==> config.mk <==
export PLATFORM = sky130hd
export DESIGN_NAME = guard_wdt
export DESIGN_NICKNAME = d
export VERILOG_FILES = /design/src/rtl/guard_wdt_pkg.sv /design/src/rtl/guard_wdt_pulse.sv /design/src/rtl/guard_wdt_fsm.sv /design/src/rtl/guard_wdt_regs.sv /design/src/rtl/guard_wdt.sv
export SDC_FILE = /design/constraint.sdc
export NUM_CORES = 1
export LEC_CHECK = 0
export ABC_AREA = 1
export CAP_MARGIN = 20
export CORE_MARGIN = 5
export CORE_UTILIZATION = 55
export DETAILED_ROUTE_END_ITERATION = 6
export DONT_BUFFER_PORTS = 1
export HOLD_SLACK_MARGIN = 0.05
export PLACE_DENSITY = 0.76
export RECOVER_POWER = 25
export SLEW_MARGIN = 20
export SYNTH_ARGS = -nofsm -noshare
export SYNTH_HDL_FRONTEND = slang
export SYNTH_SLANG_ARGS = --single-unit
==> constraint.sdc <==
create_clock -name clk -period 1.66 [get_ports clk]
set_input_delay 0.332 -clock clk [delete_from_list [all_inputs] [get_ports clk]]
set_output_delay 0.332 -clock clk [all_outputs]
set_load 0.02 [all_outputs]
==> src/rtl/guard_wdt_pkg.sv <==
package guard_wdt_pkg;

    typedef enum logic [1:0] {
        ST_OFF  = 2'd0,
        ST_RUN  = 2'd1,
        ST_WARN = 2'd2,
        ST_FIRE = 2'd3
    } gwdt_state_e;

    localparam int ADDR_CTRL   = 0;
    localparam int ADDR_STATUS = 1;
    localparam int ADDR_LOCK   = 2;

    localparam int CTRL_HALT_B  = 0;
    localparam int CTRL_AUTO_B  = 1;
    localparam int CTRL_LEN_LSB = 2;

    localparam int STAT_FLAG_B = 0;
    localparam int STAT_IRQ_B  = 1;

endpackage

==> src/rtl/guard_wdt_pulse.sv <==
module guard_wdt_pulse #(
    parameter int PULSE_W = 10
) (
    input  logic               clk,
    input  logic               rst_n,
    input  logic               load,
    input  logic [PULSE_W-1:0] len,
    output logic               last
);

    localparam logic [PULSE_W-1:0] ONE = PULSE_W'(1);

    logic [PULSE_W-1:0] rem_q;

    always_ff @(posedge clk or negedge rst_n) begin
        if (!rst_n) begin
            rem_q <= '0;
        end else if (load) begin
            rem_q <= (len == '0) ? ONE : len;
        end else if (rem_q != '0) begin
            rem_q <= rem_q - ONE;
        end
    end

    assign last = (rem_q == ONE);

endmodule

==> src/rtl/guard_wdt_fsm.sv <==
module guard_wdt_fsm
    import guard_wdt_pkg::*;
#(
    parameter int CNT_W = 16
) (
    input  logic clk,
    input  logic rst_n,
    input  logic halt,
    input  logic auto_feed,
    input  logic kick,
    input  logic pulse_last,
    output logic warn_set,
    output logic fire_set,
    output logic sys_rst
);

    localparam logic [CNT_W-1:0] WARN_LAST = {2'b10, {(CNT_W-2){1'b1}}};
    localparam logic [CNT_W-1:0] CNT_LAST  = '1;
    localparam logic [CNT_W-1:0] CNT_ONE   = CNT_W'(1);

    gwdt_state_e state_q, state_d;
    logic [CNT_W-1:0] cnt_q;
    logic hit_warn, hit_end, auto_hit, counting;

    assign hit_warn = (cnt_q == WARN_LAST);
    assign hit_end  = (cnt_q == CNT_LAST);

    // state register
    always_ff @(posedge clk or negedge rst_n) begin
        if (!rst_n) state_q <= ST_OFF;
        else        state_q <= state_d;
    end

    // transitions
    always_comb begin
        state_d = state_q;
        unique case (state_q)
            ST_OFF: begin
                if (!halt) state_d = ST_RUN;                     // ENABLE
            end
            ST_RUN: begin
                if (halt)                        state_d = ST_OFF;  // HALT
                else if (kick)                   state_d = ST_RUN;  // KICK
                else if (hit_warn && !auto_feed) state_d = ST_WARN; // ALARM
            end
            ST_WARN: begin
                if (halt)         state_d = ST_OFF;  // HALT
                else if (kick)    state_d = ST_RUN;  // KICK
                else if (hit_end) state_d = ST_FIRE; // EXPIRE
            end
            ST_FIRE: begin
                if (halt)            state_d = ST_OFF; // HALT
                else if (pulse_last) state_d = ST_RUN; // DONE
            end
        endcase
    end

    // outputs
    always_comb begin
        warn_set = (state_q == ST_RUN)  && !halt && !kick && hit_warn;
        fire_set = (state_q == ST_WARN) && !halt && !kick && hit_end;
        auto_hit = warn_set && auto_feed;
        sys_rst  = (state_q == ST_FIRE);
        counting = ((state_q == ST_RUN) || (state_q == ST_WARN))
                   && !halt && !kick && !auto_hit;
    end

    // cycle counter since last feed
    always_ff @(posedge clk or negedge rst_n) begin
        if (!rst_n)        cnt_q <= '0;
        else if (counting) cnt_q <= cnt_q + CNT_ONE;
        else               cnt_q <= '0;
    end

endmodule

==> src/rtl/guard_wdt_regs.sv <==
module guard_wdt_regs
    import guard_wdt_pkg::*;
#(
    parameter int          ADDR_W     = 2,
    parameter int          DATA_W     = 32,
    parameter int          PULSE_W    = 10,
    parameter int          INIT_LEN   = 16,
    parameter logic [31:0] UNLOCK_KEY = 32'h1D0C_5EA1
) (
    input  logic               clk,
    input  logic               rst_n,
    input  logic               wr_en,
    input  logic [ADDR_W-1:0]  addr,
    input  logic [DATA_W-1:0]  wdata,
    output logic [DATA_W-1:0]  rdata,
    input  logic               warn_set,
    input  logic               fire_set,
    output logic               halt,
    output logic               auto_feed,
    output logic [PULSE_W-1:0] pulse_len,
    output logic               kick,
    output logic               irq_st
);

    localparam int LEN_MSB = CTRL_LEN_LSB + PULSE_W - 1;
    localparam int KICK_B  = LEN_MSB + 1;
    localparam int CLR_B   = LEN_MSB + 2;

    logic        halt_q, auto_q, irq_q, flag_q, unlocked, ctrl_wr, clr;
    logic [PULSE_W-1:0] len_q;
    logic [31:0] lock_q;

    assign unlocked = (lock_q == UNLOCK_KEY);
    assign ctrl_wr  = wr_en && (addr == ADDR_W'(ADDR_CTRL)) && unlocked;
    assign kick     = ctrl_wr && wdata[KICK_B];
    assign clr      = ctrl_wr && wdata[CLR_B];

    always_ff @(posedge clk or negedge rst_n) begin
        if (!rst_n) begin
            halt_q <= 1'b0;
            auto_q <= 1'b0;
            len_q  <= PULSE_W'(INIT_LEN);
            lock_q <= '0;
            irq_q  <= 1'b0;
            flag_q <= 1'b0;
        end else begin
            if (wr_en && (addr == ADDR_W'(ADDR_LOCK))) lock_q <= wdata[31:0];
            if (ctrl_wr) begin
                halt_q <= wdata[CTRL_HALT_B];
                auto_q <= wdata[CTRL_AUTO_B];
                len_q  <= wdata[LEN_MSB:CTRL_LEN_LSB];
            end
            if (halt_q || kick) irq_q <= 1'b0;
            else if (warn_set)  irq_q <= 1'b1;
            if (fire_set)       flag_q <= 1'b1;
            else if (clr)       flag_q <= 1'b0;
        end
    end

    always_comb begin
        rdata = '0;
        case (addr)
            ADDR_W'(ADDR_CTRL): begin
                rdata[CTRL_HALT_B]          = halt_q;
                rdata[CTRL_AUTO_B]          = auto_q;
                rdata[LEN_MSB:CTRL_LEN_LSB] = len_q;
            end
            ADDR_W'(ADDR_STATUS): begin
                rdata[STAT_FLAG_B] = flag_q;
                rdata[STAT_IRQ_B]  = irq_q;
            end
            ADDR_W'(ADDR_LOCK): rdata[0] = unlocked;
            default: rdata = '0;
        endcase
    end

    assign halt      = halt_q;
    assign auto_feed = auto_q;
    assign pulse_len = len_q;
    assign irq_st    = irq_q;

endmodule

==> src/rtl/guard_wdt.sv <==
module guard_wdt #(
    parameter int          CNT_W      = 16,
    parameter int          PULSE_W    = 10,
    parameter int          INIT_LEN   = 16,
    parameter int          ADDR_W     = 2,
    parameter int          DATA_W     = 32,
    parameter logic [31:0] UNLOCK_KEY = 32'h1D0C_5EA1
) (
    input  logic              clk,
    input  logic              rst_n,
    input  logic              wr_en,
    input  logic [ADDR_W-1:0] addr,
    input  logic [DATA_W-1:0] wdata,
    output logic [DATA_W-1:0] rdata,
    output logic              irq_o,
    output logic              sys_rst_o
);

    logic halt, auto_feed, kick, warn_set, fire_set, pulse_last;
    logic [PULSE_W-1:0] pulse_len;

    guard_wdt_regs #(
        .ADDR_W(ADDR_W), .DATA_W(DATA_W), .PULSE_W(PULSE_W),
        .INIT_LEN(INIT_LEN), .UNLOCK_KEY(UNLOCK_KEY)
    ) u_regs (
        .clk(clk), .rst_n(rst_n), .wr_en(wr_en), .addr(addr), .wdata(wdata),
        .rdata(rdata), .warn_set(warn_set), .fire_set(fire_set),
        .halt(halt), .auto_feed(auto_feed), .pulse_len(pulse_len),
        .kick(kick), .irq_st(irq_o)
    );

    guard_wdt_fsm #(.CNT_W(CNT_W)) u_fsm (
        .clk(clk), .rst_n(rst_n), .halt(halt), .auto_feed(auto_feed),
        .kick(kick), .pulse_last(pulse_last), .warn_set(warn_set),
        .fire_set(fire_set), .sys_rst(sys_rst_o)
    );

    guard_wdt_pulse #(.PULSE_W(PULSE_W)) u_pulse (
        .clk(clk), .rst_n(rst_n), .load(fire_set), .len(pulse_len),
        .last(pulse_last)
    );

endmodule

==> results of run 1 <==
## worst reg2reg max path: stages (launching register included)
cell and delay (ns):
dfrtp_1 0.39, nor2_1 0.13, nand2_1 0.11, nor2_2 0.13, nand2_2 0.07, nor2_4 0.09, buf_4 0.12, buf_6 0.08
buf_6 0.11, nand3_4 0.14, buf_6 0.20, nand3b_4 0.12, o21ai_2 0.07, o21ai_1 0.09, inv_1 0.05
## state kept, by name, indices dropped and copies added, names as in the netlist
register and flops:
u_regs.lock_q 32, u_fsm.cnt_q 16, u_pulse.rem_q 10, u_regs.pulse_len 10, u_fsm.state_q 2, u_regs.auto_feed 1, u_regs.flag_q 1, u_regs.halt 1
u_regs.irq_st 1
## layer usage
metal / part of all wire, % / vias to the layer above / wire length [um] / global-route usage (%)
li1: - / 1511 / - / -
met1: 40 / 1569 / 3750 / 24.5
met2: 53 / 110 / 5020 / 35.7
met3: 5.3 / 20 / 500 / 5.18
met4: 2.4 / 0 / 224 / 9.25
met5: 0 / - / 0 / 0
## cell families after synthesis
family | synth area share (%)
fa+ha+maj | 2.55
compound gates | 6.82
mux | 4.88
xor+xnor | 3.79
flops | 47.2
buf+inv | 11.0
simple gates | 23.7
other cells | 0.0955
## stage by stage
step	hold slack [ns]	instance area, um^2
finish	-0.338	4870
global route	-0.358	4870
CTS	-0.345	4640
detailed placement	0.0378	4230
global placement	0.0378	4230
floorplan	0.0364	4000
## cell usage in the layout (no fill, tap or decap), types with 9 or more instances in the layout
master    synthesis  final
nand2_1          83     75
nor2_2           13     22
clkbuf_8          0      9
nand3_2           2      9
o21ai_0          39     20
conb_1            1     20
xor2_1           12     12
nor2_1           47     38
nand3_1          20     12
inv_1            58     57
buf_6             2     12
o21ai_1           2     13
dfrtp_1          73     73
nand4_1          10     10
mux2_2           17     17
buf_4            20     43
## area by class of cell
cell class	count	area, um^2	area share [%]
clock inverter	6	90.1	1.85
inverter	60	225	4.63
timing repair buffer	60	578	11.9
sequential	74	1850	38.1
tap	96	120	2.47
multi-input combinational	302	1870	38.5
clock buffer	10	128	2.62
## power groups by stage
stage               registers (mW)  logic (mW)  clock network (mW)
floorplan                     2.05       0.308                   0
global route                  2.06       0.438                1.65
CTS                           2.04       0.373                1.55
finish                        2.04       0.390                1.54
detailed placement            2.07       0.361                   0
global placement              2.06       0.348                   0
## worst min path at each step
stage / start / to
finish: rst_n / u_regs.lock_q[21]
detailed placement: rst_n / u_regs.lock_q[20]
global route: rst_n / u_regs.lock_q[21]
global placement: rst_n / u_regs.lock_q[20]
floorplan: rst_n / u_fsm.cnt_q[0]
CTS: rst_n / u_regs.lock_q[20]
## repair_timing
action	CTS	global route
pin swaps	7	12
buffers inserted	6	14
setup endpoints to repair	31	44
resized for setup	32	44
endpoints found under the hold margin	74	74
gates cloned	3	1
==> impl_metrics.env, run 1 <==
export IMPL_status="complete, but fails checks"
export IMPL_failed_checks="hold timing, setup timing"
export IMPL_synth_area_leader_cell="dfrtp_1"
export IMPL_crit_chain="nor2_1 -> nand2_1 -> nor2_2 -> nand2_2 -> nor2_4 -> nand2_1 -> a32oi_1 -> buf_4"
export IMPL_antenna_found_initial=0
export IMPL_cpPeakStageDelay_ns=0.39
export IMPL_grt_setup_unrepaired="yes"
export IMPL_critPathMaxFanout=2
export IMPL_worst_hold_slack_ns=-0.338
export IMPL_arrival_ns=1.70
export IMPL_powerDensity_nw_per_um2=816
export IMPL_cts_tree="yes"
export IMPL_clock_latency_ns=0.35
export IMPL_p_clk_share_pct=38.8
export IMPL_htree_levels=3
export IMPL_cpMaxStageDelayCell="dfrtp_1"
export IMPL_setup_viol=43
export IMPL_ys_warn_count=0
export IMPL_synth_most_common_cell="nand2_1"
export IMPL_netlist_area_leader_share_pct=46.5
export IMPL_synth_main_ff_cell="dfrtp_1"
export IMPL_post_route_min_period_ns=2.03
export IMPL_pwr_share_seq_pct=51.3
export IMPL_finalCritPeriodShare_pct=122
export IMPL_r2r_end="u_pulse.rem_q[4]"
export IMPL_ys_seq_area_share_pct=47.2
export IMPL_swShare_pct=24.8
export IMPL_fin_worst_skew_ns=0.00890
export IMPL_clk_pin_slew_ns=0.08
export IMPL_synth_area_per_cell_um2=8.80
export IMPL_die_x_um=94.5
export IMPL_rrSetupSlack_ns=-0.36
export IMPL_gr_total_overflow=0
export IMPL_clock_sinks=74
export IMPL_final_util_pct=70.8
export IMPL_fin_cells=608
export IMPL_cts_buffer_depth=2
export IMPL_slew_limit_headroom_pct=53.7
export IMPL_total_power_mw=3.97
export IMPL_wire_per_inst_um=15.6
export IMPL_crit_path_start_kind="register"
export IMPL_nets=552
export IMPL_numCtsBuffers=9
export IMPL_grt_max_degree=75
export IMPL_syn_inst=446
export IMPL_num_rows=30
export IMPL_report_final_slew_viol_count=0
export IMPL_r2r_cells=14
export IMPL_globalplace_congestion=0.862
export IMPL_synthTopCellsByArea="dfrtp_1 47%, nand2_1 7.9%, inv_1 5.5%"
export IMPL_path_common_cell="nand2_1"
export IMPL_cp_buffers_inverters=1
export IMPL_tns_ns=-10.11
export IMPL_critical_path_startpoint="u_regs.lock_q[15]"
export IMPL_timing_worst_setup_path_type="register to output port"
export IMPL_max_vdd_ir_drop_mv=0.869
export IMPL_num_fill_cells=471
export IMPL_grt_pass1_wl_um=14500
export IMPL_track_usage_pct=20.7
export IMPL_dieArea_um2=8930
export IMPL_p_leak_nw=2.36
export IMPL_io_pins=71
export IMPL_critPathTopFamily="simple AND/OR/NAND/NOR gates"
export IMPL_synth_commonest_cells="83 x nand2_1, 73 x dfrtp_1, 58 x inv_1"
export IMPL_core_um2=6870
export IMPL_internal_power_mw=2.98
export IMPL_cp_num_cells=8
export IMPL_ys_async_sr_fraction_pct=100
export IMPL_fmax_ghz=0.492
export IMPL_post_place_ws_ns=-0.0374
export IMPL_start_util_pct=57.1
export IMPL_wl_um=9500
export IMPL_drc=0
export IMPL_antenna_cells=0
export IMPL_cp_required_ns=1.33
export IMPL_hpwl_um=5750
export IMPL_p_sw_uw=986
export IMPL_cts_root_buffer="clkbuf_8"
export IMPL_fin_ws_ns=-0.372
export IMPL_cp_end_kind="output port"
export IMPL_portBuffers=0
export IMPL_route_vias_total=3210
export IMPL_syn2layout_area_growth_pct=24.0
export IMPL_synth_edf_count=0
export IMPL_dp_cells=569
export IMPL_tightest_slew_ns=0.692
export IMPL_firstDrtPassIters=4
export IMPL_die_h_um=94.5
export IMPL_synth_cell_type_count=37
export IMPL_grt_pass1_vias=3181
export IMPL_drv_cap=0
export IMPL_viasPerCell=5.28
export IMPL_synth_seq_cells=74
export IMPL_drtIter0Drc=248
export IMPL_p_comb_share_pct=9.8
export IMPL_report_final_hold_viol_count=74
export IMPL_antenna_left=0
export IMPL_hold_class="primary input to async pin"
export IMPL_drive_gt1_share_pct=30.5
export IMPL_crit_end="rdata[0]"
export IMPL_synth_area_um2=3930
export IMPL_r2r_start="u_regs.lock_q[15]"
Note: power is estimated with default switching activity, not from simulation.
==> run 2, diff against run 1 <==
--- a/config.mk
+++ b/config.mk
@@ -14,6 +14,7 @@
 export HOLD_SLACK_MARGIN = 0.05
 export PLACE_DENSITY = 0.76
 export RECOVER_POWER = 25
+export REMOVE_ABC_BUFFERS = 1
 export SLEW_MARGIN = 20
 export SYNTH_ARGS = -nofsm -noshare
 export SYNTH_HDL_FRONTEND = slang
==> impl_metrics.env, run 2 (same netlist as run 1, synthesis figures left out) <==
export IMPL_status="complete, but fails checks"
export IMPL_failed_checks="hold timing, setup timing"
export IMPL_htree_levels=3
export IMPL_num_fill_cells=494
export IMPL_grt_pass1_vias=3108
export IMPL_numCtsBuffers=9
export IMPL_fin_worst_skew_ns=0.0114
export IMPL_reg_largest_list="u_regs.lock_q x32, u_fsm.cnt_q x16"
export IMPL_num_rows=30
export IMPL_tightest_slew_ns=0.646
export IMPL_r2r_start="u_regs.lock_q[4]"
export IMPL_wl_um=9150
export IMPL_die_h_um=94.5
export IMPL_powerDensity_nw_per_um2=797
export IMPL_syn2layout_area_growth_pct=22.3
export IMPL_gr_total_overflow=0
export IMPL_setup_viol=42
export IMPL_cts_root_buffer="clkbuf_8"
export IMPL_post_place_ws_ns=-0.0478
export IMPL_report_final_slew_viol_count=0
export IMPL_arrival_ns=2.34
export IMPL_largest_register="u_regs.lock_q"
export IMPL_layout_common_cells="74 x nand2_1, 73 x dfrtp_1, 57 x inv_1, 34 x nor2_1, 33 x buf_4"
export IMPL_p_clk_share_pct=36.2
export IMPL_critical_path_startpoint="u_regs.lock_q[4]"
export IMPL_critPathMaxFanout=6
export IMPL_viasPerCell=5.33
export IMPL_cp_required_ns=1.94
export IMPL_internal_power_mw=2.87
export IMPL_swShare_pct=25.0
export IMPL_io_pins=71
export IMPL_report_final_hold_viol_count=74
export IMPL_finalCritPeriodShare_pct=124
export IMPL_grt_setup_unrepaired="yes"
export IMPL_cts_tree="yes"
export IMPL_grt_pass1_wl_um=13900
export IMPL_drtIter0Drc=311
export IMPL_antenna_left=0
export IMPL_clock_sinks=74
export IMPL_firstDrtPassIters=5
export IMPL_crit_path_start_kind="register"
export IMPL_antenna_cells=0
export IMPL_clk_pin_slew_ns=0.08
export IMPL_p_comb_share_pct=10.4
export IMPL_slew_limit_headroom_pct=56.7
export IMPL_portBuffers=0
export IMPL_start_util_pct=57.1
export IMPL_max_vdd_ir_drop_mv=0.907
export IMPL_p_sw_uw=955
export IMPL_drive_gt1_share_pct=28.4
export IMPL_drc=0
export IMPL_post_route_min_period_ns=2.06
export IMPL_drv_cap=0
export IMPL_die_x_um=94.5
export IMPL_fin_ws_ns=-0.397
export IMPL_worst_hold_slack_ns=-0.320
export IMPL_clock_latency_ns=0.34
export IMPL_grt_max_degree=75
export IMPL_route_vias_total=3174
export IMPL_core_um2=6870
export IMPL_hpwl_um=5890
export IMPL_pwr_share_seq_pct=53.4
export IMPL_nets=540
export IMPL_track_usage_pct=19.6
export IMPL_wire_per_inst_um=15.4
export IMPL_largest_reg_flops=32
export IMPL_hold_class="primary input to async pin"
export IMPL_dieArea_um2=8930
export IMPL_p_leak_nw=2.29
export IMPL_cp_end_kind="register"
export IMPL_fmax_ghz=0.486
export IMPL_antenna_found_initial=0
export IMPL_globalplace_congestion=0.858
export IMPL_final_common_cell="nand2_1"
export IMPL_timing_worst_setup_path_type="register to register"
export IMPL_cts_buffer_depth=2
-- run 2: power by group through the flow --
stage,Sequential [mW],Clock (mW),Combinational [mW]
detailed placement,2.07,0,0.351
finish,2.04,1.39,0.398
CTS,2.04,1.40,0.359
global placement,2.06,0,0.339
global route,2.06,1.49,0.451
floorplan,2.05,0,0.270
-- run 2: layer usage --
layer  track usage, %  vias to the layer above  wire, um
met1             24.2                     1522      3630
li1                 -                     1480         -
met5                0                        -         0
met3             4.94                       31       559
met4             6.73                        0       265
met2             33.6                      141      4690
-- run 2: worst paths after layout --
path / cells past startpoint / end / slack, ns
hold reg to reg: 2 / u_regs.lock_q[7] / 0.49
min in group clk: 2 / u_regs.pulse_len[4] / 0.13
setup / recovery: 15 / u_pulse.rem_q[6] / -0.40
setup reg to reg: 15 / u_pulse.rem_q[6] / -0.40
hold / removal: 0 / u_pulse.rem_q[0] / -0.32
max in group asynchronous: 0 / u_regs.pulse_len[4] / 1.79
-- run 2: area by class of cell --
type | count | area [um^2] | share of cell area, %
multi-input cells | 302 | 1920 | 39.9
flip-flops and latches | 74 | 1850 | 38.6
repair buffers | 48 | 490 | 10.2
inverters | 60 | 225 | 4.69
clock buffers | 11 | 141 | 2.95
well taps | 96 | 120 | 2.50
clock inverters | 5 | 53.8 | 1.12
-- run 2: through the flow --
stage | utilization (%) | instance area (um^2) | instances | setup TNS [ns] | total power, mW
after global placement | 61.1 | 4200 | 565 | 0 | 2.40
final | 69.9 | 4800 | 596 | -9.47 | 3.83
after CTS | 65.7 | 4520 | 587 | -2.20 | 3.80
after global routing | 69.9 | 4800 | 596 | -14.44 | 4.00
after floorplan | - | 3790 | 435 | -6.00 | 2.32
after detailed placement | 61.1 | 4200 | 565 | -0.228 | 2.42
-- run 2: repair_timing --
action | in CTS | in global routing
gates resized for setup | 10 | 69
endpoints found under the setup margin | 19 | 43
hold endpoints to repair | 74 | 74
buffers inserted | 4 | 6
gates cloned | 2 | 3
pin swaps | 8 | 15
-- run 2: critical path: stages, from the launching register on --
cell     delay, ns
dfrtp_1       0.40
nor2_2        0.13
nand2_2       0.08
nor2_2        0.10
nand2_1       0.10
nor2_4        0.11
buf_4         0.11
buf_6         0.08
buf_8         0.11
nand3_4       0.15
buf_6         0.19
nand3_4       0.10
nand2_1       0.07
o21ai_1       0.09
nand2_1       0.09
inv_1         0.08
